`config.mk`:
```
export PLATFORM = sky130hd
export DESIGN_NAME = uart_modem_loopback
export DESIGN_NICKNAME = d
export VERILOG_FILES = /design/src/rtl/uart_modem_loopback_pkg.sv /design/src/rtl/uart_modem_loopback_sync.sv /design/src/rtl/uart_modem_loopback_route.sv /design/src/rtl/uart_modem_loopback_delta.sv /design/src/rtl/uart_modem_loopback.sv
export SDC_FILE = /design/constraint.sdc
export NUM_CORES = 1
export LEC_CHECK = 0
export ABC_AREA = 1
export BUFFER_PORTS_ARGS = -buffer_cell sky130_fd_sc_hd__buf_2
export CAP_MARGIN = 20
export CORE_MARGIN = 2
export CORE_UTILIZATION = 45
export DETAILED_ROUTE_END_ITERATION = 12
export PLACE_DENSITY = 0.85
export SETUP_SLACK_MARGIN = 0.4
export SYNTH_ARGS = -nofsm -noshare
export SYNTH_HDL_FRONTEND = slang
export SYNTH_SLANG_ARGS = --single-unit
```
`constraint.sdc`:
```
create_clock -name clk -period 1.5 [get_ports clk]
set_clock_uncertainty 0.1 [all_clocks]
set_input_delay 0.225 -clock clk [delete_from_list [all_inputs] [get_ports clk]]
set_output_delay 0.225 -clock clk [all_outputs]
set_load 0.01 [all_outputs]
```
`src/rtl/uart_modem_loopback_pkg.sv`:
```
package uart_modem_loopback_pkg;

  localparam int unsigned LINE_N = 4;
  localparam int unsigned CTRL_W = 8;
  localparam int unsigned STAT_W = 2 * LINE_N;

  // Control byte bit positions
  localparam int unsigned C_DTR  = 0;
  localparam int unsigned C_RTS  = 1;
  localparam int unsigned C_AUX1 = 2;
  localparam int unsigned C_AUX2 = 3;
  localparam int unsigned C_LOOP = 4;

  // Line order inside the nibble: bit 0 cts, 1 dsr, 2 ring, 3 carrier
  typedef struct packed {
    logic dcd;
    logic ri;
    logic dsr;
    logic cts;
  } line_t;

  // Lines whose flag reacts only to a 1->0 transition
  localparam logic [LINE_N-1:0] FALL_ONLY_MASK = 4'b0100;

endpackage

```
`src/rtl/uart_modem_loopback_sync.sv`:
```
module uart_modem_loopback_sync #(
  parameter int unsigned WIDTH  = 4,
  parameter int unsigned STAGES = 2
) (
  input  logic             clk,
  input  logic             rst_n,
  input  logic [WIDTH-1:0] d_i,
  output logic [WIDTH-1:0] q_o
);

  logic [WIDTH-1:0] stage_q [STAGES];

  generate
    for (genvar s = 0; s < STAGES; s++) begin : g_stage
      logic [WIDTH-1:0] stage_d;
      if (s == 0) begin : g_first
        assign stage_d = d_i;
      end else begin : g_rest
        assign stage_d = stage_q[s-1];
      end
      always_ff @(posedge clk or negedge rst_n) begin
        if (!rst_n) stage_q[s] <= '0;
        else        stage_q[s] <= stage_d;
      end
    end
  endgenerate

  assign q_o = stage_q[STAGES-1];

endmodule

```
`src/rtl/uart_modem_loopback_route.sv`:
```
module uart_modem_loopback_route
  import uart_modem_loopback_pkg::*;
(
  input  logic [CTRL_W-1:0] mctl_i,
  input  line_t             ext_i,
  output line_t             line_o
);

  line_t looped;

  // Crossed pairing of the control outputs onto the status inputs
  always_comb begin
    looped.cts = mctl_i[C_RTS];
    looped.dsr = mctl_i[C_DTR];
    looped.ri  = mctl_i[C_AUX1];
    looped.dcd = mctl_i[C_AUX2];
  end

  assign line_o = mctl_i[C_LOOP] ? looped : ext_i;

endmodule

```
`src/rtl/uart_modem_loopback_delta.sv`:
```
module uart_modem_loopback_delta #(
  parameter int unsigned       WIDTH     = 4,
  parameter logic [WIDTH-1:0]  FALL_ONLY = '0
) (
  input  logic [WIDTH-1:0] cur_i,
  input  logic [WIDTH-1:0] nxt_i,
  output logic [WIDTH-1:0] evt_o
);

  generate
    for (genvar b = 0; b < WIDTH; b++) begin : g_bit
      if (FALL_ONLY[b]) begin : g_fall
        assign evt_o[b] = cur_i[b] & ~nxt_i[b];
      end else begin : g_any
        assign evt_o[b] = cur_i[b] ^ nxt_i[b];
      end
    end
  endgenerate

endmodule

```
`src/rtl/uart_modem_loopback.sv`:
```
module uart_modem_loopback
  import uart_modem_loopback_pkg::*;
#(
  parameter int unsigned SYNC_STAGES = 2
) (
  input  logic              clk,
  input  logic              rst_n,
  input  logic [CTRL_W-1:0] mctl_i,
  input  logic [LINE_N-1:0] ext_lines_i,
  input  logic              rd_clr_i,
  output logic [STAT_W-1:0] msr_o
);

  logic [LINE_N-1:0] ext_sync;
  line_t             line_src;
  line_t             line_q, line_d;
  logic [LINE_N-1:0] flag_q, flag_d;
  logic [LINE_N-1:0] evt;
  logic              upd_en;

  uart_modem_loopback_sync #(
    .WIDTH  (LINE_N),
    .STAGES (SYNC_STAGES)
  ) u_sync (
    .clk   (clk),
    .rst_n (rst_n),
    .d_i   (ext_lines_i),
    .q_o   (ext_sync)
  );

  uart_modem_loopback_route u_route (
    .mctl_i (mctl_i),
    .ext_i  (line_t'(ext_sync)),
    .line_o (line_src)
  );

  uart_modem_loopback_delta #(
    .WIDTH     (LINE_N),
    .FALL_ONLY (FALL_ONLY_MASK)
  ) u_delta (
    .cur_i (line_q),
    .nxt_i (line_src),
    .evt_o (evt)
  );

  // Next state: line bits rewritten from source, flags sticky, new event wins
  always_comb begin
    line_d = line_src;
    flag_d = (rd_clr_i ? '0 : flag_q) | evt;
    upd_en = rd_clr_i | (line_d != line_q) | (|evt);
  end

  always_ff @(posedge clk or negedge rst_n) begin
    if (!rst_n) begin
      line_q <= '0;
      flag_q <= '0;
    end else if (upd_en) begin
      line_q <= line_d;
      flag_q <= flag_d;
    end
  end

  assign msr_o = {line_q, flag_q};

endmodule

```
==> results of run 1 <==
## routing by layer
layer	part of all wire [%]	vias up	GRT usage, %
met3	4.6	2	4.79
met5	0	-	0
met2	57	16	27.7
met1	36	240	16.3
li1	-	253	-
met4	1.8	0	14.5
## how the worst max path moves through the flow
stage | from | endpoint | slack (ns) | depth (start not counted)
6_report | msr_o[6] | msr_o[6] | 0.17 | 7
5_1_grt | msr_o[6] | msr_o[6] | 0.10 | 7
4_1_cts | u_sync.q_o[2] | msr_o[6] | 0.26 | 8
3_5_place_dp | mctl_i[4] | msr_o[6] | 0.07 | 9
3_3_place_gp | mctl_i[4] | msr_o[6] | 0.12 | 9
2_1_floorplan | mctl_i[4] | msr_o[6] | 0.29 | 10
## registers in the layout, summed over array words and instances, names as in the netlist
| register | flops |
|---|---|
| u_sync.q_o | 4 |
| u_sync.g_stage.stage_d | 4 |
| flag_q | 4 |
| msr_o | 4 |
## critical path, delay by kind of cell, from the launching register on
kind / cells / cell delay [ns]
AND/OR/NAND/NOR: 6 / 0.50
flip-flops: 1 / 0.44
adder cells (fa/ha/maj): 1 / 0.18
## through the flow
step,area (um2),utilization [%]
2_1_floorplan,633,-
3_3_place_gp,762,58.6
3_5_place_dp,762,58.6
4_1_cts,842,64.7
5_1_grt,890,68.4
6_report,890,68.4
## area by class of cell
| class | count | area [um2] | area share [%] |
|---|---|---|---|
| well taps | 15 | 18.8 | 2.11 |
| inverters | 11 | 43.8 | 4.92 |
| multi-input cells | 35 | 216 | 24.3 |
| flip-flops and latches | 16 | 400 | 45.0 |
| repair buffers | 28 | 188 | 21.1 |
| clock buffers | 3 | 22.5 | 2.53 |
## placed cells by master (no fill, tap or decap)
cell,Yosys,routed
buf_2,0,17
buf_4,0,4
buf_6,0,2
clkbuf_4,0,3
dfrtp_1,16,16
dlygate4sd3_1,0,5
ha_4,0,1
inv_1,9,9
inv_2,2,1
inv_4,0,1
nand2_1,14,13
nand2_2,6,6
nand2_4,0,1
nand3_1,5,5
nor2_2,2,2
nor2_4,0,1
o211ai_1,3,3
o21ai_2,0,1
o21bai_1,1,1
or2_1,1,1
## power groups by stage
stage | Combinational, uW | Clock, uW | Sequential (uW)
3_3_place_gp | 135 | 0 | 489
2_1_floorplan | 63.1 | 0 | 502
5_1_grt | 208 | 237 | 491
3_5_place_dp | 141 | 0 | 493
4_1_cts | 156 | 224 | 483
6_report | 187 | 218 | 487
## kinds of logic after synthesis
family,share of synthesized area [%]
DFF,63.9
adders and majority gates,2.00
AOI/OAI and AO/OA,5.59
buffers and inverters,6.59
and+or+nand+nor,22.0
## what timing repair did
action	in CTS	in global routing
gates resized for setup	0	8
pin swaps	0	6
setup endpoints to repair	9	9
endpoints found under the hold margin	20	0
hold buffers	5	0
buffers inserted	1	1
==> results.sh, run 1 <==
export IMPL_cp_start_kind="flop"
export IMPL_ys_warn_count=0
export IMPL_instances_no_fill=108
export IMPL_setup_worst_path_class="flop to flop"
export IMPL_min_path_cells=3
export IMPL_syn_nets=78
export IMPL_slew_headroom_pct=77.2
export IMPL_fmax_ghz=0.754
export IMPL_setup_violations=0
export IMPL_power_uw=891
export IMPL_overflow=0
export IMPL_dieHeight_um=41.3
export IMPL_ant_nets=0
export IMPL_p_switching_uw=240
export IMPL_grt_pass1_wl_um=1660
export IMPL_grt_max_degree=17
export IMPL_pwr_share_clk_pct=24.4
export IMPL_cp_max_fo=3
export IMPL_synthArstFlopShare_pct=100
export IMPL_fin_crit_sh_pct=88.4
export IMPL_io_pins=23
export IMPL_clk_insertion_delay_late_ns=0.28
export IMPL_setup_tns_final_ns=0
export IMPL_cellLeakagePower_uw=0.000474
export IMPL_grt_pass1_vias=418
export IMPL_antenna_found_initial=0
export IMPL_crit_path_end_kind="flop"
export IMPL_rrSetupSlack_ns=0.17
export IMPL_cts_num_sinks=16
export IMPL_ir_drop_mv=0.623
export IMPL_cts_buffers=3
export IMPL_start_util_pct=48.2
export IMPL_cp_arrival_ns=1.40
export IMPL_cap_violations=0
export IMPL_grt_usage_pct=16.5
export IMPL_synth_edf_count=0
export IMPL_hp_class="input port to flop"
export IMPL_min_period_ns=1.33
export IMPL_avgRoutedWirePerCell_um=11.6
export IMPL_rr_endpoint="msr_o[6]"
export IMPL_fill_cells=98
export IMPL_route_detailed_drc=0
export IMPL_syn_avg_cell_area_um2=10.1
export IMPL_wl_um=1250
export IMPL_worst_slew_pin_slew_ns=0.342
export IMPL_synth_most_common_cell="dfrtp_1"
export IMPL_synth_flop_cell="dfrtp_1"
export IMPL_yosys_top_cells_area="dfrtp_1, nand2_1, nand2_2"
export IMPL_first_pass_iters=4
export IMPL_synthDistinctLibCells=13
export IMPL_row_count=13
export IMPL_timing_critical_path_mode_cell="nand2_1"
export IMPL_synth_top_area_share_pct=63.9
export IMPL_drt_iter0_drc=11
export IMPL_setup_slack_ns=0.173
export IMPL_p_seq_share_pct=54.6
export IMPL_cts_path_max_buffers=2
export IMPL_intPower_uw=651
export IMPL_port_buffers=19
export IMPL_place_ws_ns=0.0691
export IMPL_synth_top_area_cell="dfrtp_1"
export IMPL_cp_cell_sequence="ha_4, nor2_2, nand2_4, nor2_4, nand2_1, nand2_1, nand2_1"
export IMPL_via_per_inst=4.73
export IMPL_core_area_um2=1300
export IMPL_r2r_start="msr_o[6]"
export IMPL_rsz0062_at_grt="true"
export IMPL_synthTopCellsByCount="dfrtp_1, nand2_1, inv_1, nand2_2, nand3_1"
export IMPL_power_per_cell_area_nw_per_um2=1000
export IMPL_switching_share_pct=26.9
export IMPL_hpwl_um=866
export IMPL_reg2reg_depth=7
export IMPL_clk_pin_slew_ns=0.09
export IMPL_whs_endpoint="msr_o[5]"
export IMPL_cp_required_ns=1.57
export IMPL_status="complete, no violations"
export IMPL_postSynthCellCount=62
export IMPL_clockRootBuffer="clkbuf_4"
export IMPL_ys_ff_latch=16
export IMPL_netlist_area_um2=627
export IMPL_htreeDepth=1
export IMPL_drive_gt1_share_pct=43.0
export IMPL_ys_seq_area_share_pct=63.9
export IMPL_via_count=511
export IMPL_crit_slowest_cell="dfrtp_1"
export IMPL_area_growth_pct=41.9
export IMPL_dp_cells=98
export IMPL_drv_slew=0
export IMPL_cts_tree="done"
export IMPL_hold_viol_final=0
export IMPL_die_x_um=41.3
export IMPL_antenna_cells=0
export IMPL_hold_ws_ns=0.0929
export IMPL_comb_power_share_pct=21.0
export IMPL_gp_congestion=0.636
export IMPL_nets=111
export IMPL_die_area_um2=1710
export IMPL_hp_start="mctl_i[0]"
export IMPL_slowest_delay_ns=0.44
No activity file was read; power rests on OpenSTA's default activity.
==> run 2: changes to the inputs <==
--- a/config.mk
+++ b/config.mk
@@ -5,13 +5,13 @@
 export SDC_FILE = /design/constraint.sdc
 export NUM_CORES = 1
 export LEC_CHECK = 0
-export ABC_AREA = 1
-export BUFFER_PORTS_ARGS = -buffer_cell sky130_fd_sc_hd__buf_2
+export ABC_AREA = 0
+export BUFFER_PORTS_ARGS = -buffer_cell sky130_fd_sc_hd__buf_4
 export CAP_MARGIN = 20
 export CORE_MARGIN = 2
-export CORE_UTILIZATION = 45
+export CORE_UTILIZATION = 44
 export DETAILED_ROUTE_END_ITERATION = 12
-export PLACE_DENSITY = 0.85
+export PLACE_DENSITY = 0.84
 export SETUP_SLACK_MARGIN = 0.4
 export SYNTH_ARGS = -nofsm -noshare
 export SYNTH_HDL_FRONTEND = slang
==> results.sh, run 2 <==
export IMPL_cp_cell_sequence="mux2i_1, ha_1, nor3b_2, nand4_1, mux2i_1"
export IMPL_cts_num_sinks=16
export IMPL_via_count=369
export IMPL_hpwl_um=704
export IMPL_dieHeight_um=40.4
export IMPL_timing_critical_path_mode_cell="mux2i_1"
export IMPL_postSynthCellCount=36
export IMPL_ant_nets=0
export IMPL_grt_usage_pct=15.4
export IMPL_die_x_um=40.4
export IMPL_clk_pin_slew_ns=0.08
export IMPL_ys_warn_count=0
export IMPL_r2r_start="u_sync.q_o[2]"
export IMPL_synth_top_area_share_pct=68.8
export IMPL_nets=82
export IMPL_status="complete, no violations"
export IMPL_crit_slowest_cell="dfrtp_1"
export IMPL_syn_nets=52
export IMPL_ys_seq_area_share_pct=68.8
export IMPL_power_per_cell_area_nw_per_um2=1090
export IMPL_worst_slew_pin_slew_ns=0.200
export IMPL_cts_tree="done"
export IMPL_synth_flop_cell="dfrtp_1"
export IMPL_switching_share_pct=22.5
export IMPL_cp_arrival_ns=1.51
export IMPL_drive_gt1_share_pct=47.7
export IMPL_finalInstanceArea_um2=865
export IMPL_place_ws_ns=0.0243
export IMPL_cp_required_ns=1.60
export IMPL_setup_tns_final_ns=0
export IMPL_pwr_share_clk_pct=28.6
export IMPL_core_area_um2=1270
export IMPL_wl_um=955
export IMPL_cap_violations=0
export IMPL_fmax_ghz=0.713
export IMPL_rsz0062_at_grt="true"
export IMPL_grt_max_degree=17
export IMPL_yosys_top_cells_area="dfrtp_1, xnor2_2, mux2_4"
export IMPL_synthTopCellsByCount="dfrtp_1, inv_1, mux2_4, o21ai_0, xnor2_2"
export IMPL_gp_congestion=0.628
export IMPL_grt_pass1_vias=393
export IMPL_crit_path_end_kind="flop"
export IMPL_fill_cells=104
export IMPL_setup_worst_path_class="flop to flop"
export IMPL_first_pass_iters=2
export IMPL_avgRoutedWirePerCell_um=11.9
export IMPL_ys_ff_latch=16
export IMPL_fin_crit_sh_pct=93.6
export IMPL_antenna_found_initial=0
export IMPL_ir_drop_mv=0.728
export IMPL_hold_viol_final=0
export IMPL_cellLeakagePower_uw=0.000447
export IMPL_die_area_um2=1630
export IMPL_syn_avg_cell_area_um2=16.2
export IMPL_setup_violations=0
export IMPL_synth_edf_count=0
export IMPL_synth_most_common_cell="dfrtp_1"
export IMPL_synthArstFlopShare_pct=100
export IMPL_row_count=13
export IMPL_dp_cells=70
export IMPL_setup_slack_ns=0.0967
export IMPL_clk_insertion_delay_late_ns=0.27
export IMPL_crit_family="multiplexers"
export IMPL_layout_common_cells="dfrtp_1, buf_4, buf_6"
export IMPL_io_pins=23
export IMPL_placed_area_um2=748
export IMPL_hp_class="input port to flop"
export IMPL_clockRootBuffer="clkbuf_4"
export IMPL_grt_pass1_wl_um=1520
export IMPL_start_util_pct=45.9
export IMPL_overflow=0
export IMPL_instances_no_fill=80
export IMPL_drv_slew=0
export IMPL_final_common_cell="dfrtp_1"
export IMPL_slew_headroom_pct=86.3
export IMPL_cp_max_fo=2
export IMPL_path_buf_inv=0
export IMPL_port_buffers=19
export IMPL_netlist_area_um2=582
export IMPL_intPower_uw=728
export IMPL_cts_buffers=3
export IMPL_antenna_cells=0
export IMPL_min_period_ns=1.40
export IMPL_htreeDepth=1
export IMPL_synth_top_area_cell="dfrtp_1"
export IMPL_drt_iter0_drc=6
export IMPL_hp_start="rd_clr_i"
export IMPL_p_seq_share_pct=52.3
export IMPL_comb_power_share_pct=19.1
export IMPL_cp_start_kind="flop"
export IMPL_area_growth_pct=48.6
export IMPL_via_per_inst=4.61
export IMPL_cp_startpoint="u_sync.q_o[2]"
export IMPL_cts_path_max_buffers=2
export IMPL_p_switching_uw=211
export IMPL_route_detailed_drc=0
export IMPL_slowest_delay_ns=0.36
export IMPL_synthDistinctLibCells=10
run 2: cell types whose count changed in the layout (fill, tap and decap cells not counted), moves of 3 or more:
cell / previous run / this run
xnor2_2: 0 / 3
inv_1: 9 / 5
nand2_2: 6 / 0
nand3_1: 5 / 0
nand2_1: 13 / 0
buf_4: 4 / 14
o211ai_1: 3 / 0
mux2_4: 0 / 3
buf_6: 2 / 6
buf_2: 17 / 0
run 2: final timing paths:
| path | depth (start not counted) | slack [ns] | endpoint |
|---|---|---|---|
| setup / recovery | 5 | 0.1 | msr_o[6] |
| hold / removal | 2 | 0.07 | flag_q[0] |
| setup reg to reg | 5 | 0.1 | msr_o[6] |
| hold reg to reg | 0 | 0.26 | u_sync.q_o[1] |
| max in group asynchronous | 2 | 0.88 | u_sync.g_stage[1].stage_d[1] |
| min in group asynchronous | 2 | 0.25 | flag_q[2] |
run 2: layout make-up:
type                       count  area [um2]  share of cell area (%)
sequential                    16         400                    46.3
multi-input combinational     15         168                    19.4
clock buffer                   4        36.3                    4.20
tap                           15        18.8                    2.17
inverter                       5        18.8                    2.17
timing repair buffer          25         223                    25.8
run 2: kinds of logic (layout without fill, tap and decap cells):
kind of cell,after synthesis,after routing,share of synthesized area [%]
DFF,16,16,68.8
xor gates and xnor gates,3,3,8.39
buffers and inverters,5,34,3.23
AOI/OAI and AO/OA,4,4,3.87
and+or+nand+nor,2,2,2.37
muxes,5,5,11.2
adders and majority gates,1,1,2.15
run 2: through the flow:
step	hold WS [ns]	util [%]	power, uW
floorplan	-0.171	-	563
CTS	0.0662	68.1	952
detailed placement	-0.00998	59.0	649
finish	0.0700	68.1	940
global route	0.0583	68.1	1000
global placement	-0.0113	59.0	640
run 2: power groups by stage:
stage / registers [uW] / clock network (uW) / logic, uW
after detailed placement: 497 / 0 / 152
final: 491 / 269 / 180
after global routing: 495 / 308 / 200
after global placement: 493 / 0 / 147
after CTS: 492 / 278 / 182
after floorplan: 506 / 0 / 57.3
run 2: metal layers:
metal / vias to the layer above / wire length [um] / global-route usage, %
met3: 2 / 52 / 5.00
met4: 0 / 7 / 10.0
li1: 175 / - / -
met5: - / 0 / 0
met2: 17 / 526 / 28.2
met1: 175 / 368 / 14.2
run 2: worst register-to-register path: cells and delay by family (launching register included):
family | cells | cell delay (ns)
and+or+nand+nor | 2 | 0.23
DFF | 1 | 0.36
adders and majority gates | 1 | 0.27
muxes | 2 | 0.37
run 2: what timing repair did:
item / 4_1_cts / 5_1_grt
buffers inserted: 1 / 0
gates resized for setup: 8 / 0
hold endpoints to repair: 20 / 0
setup endpoints to repair: 12 / 12
hold buffers: 5 / 0
pin swaps: 0 / 1
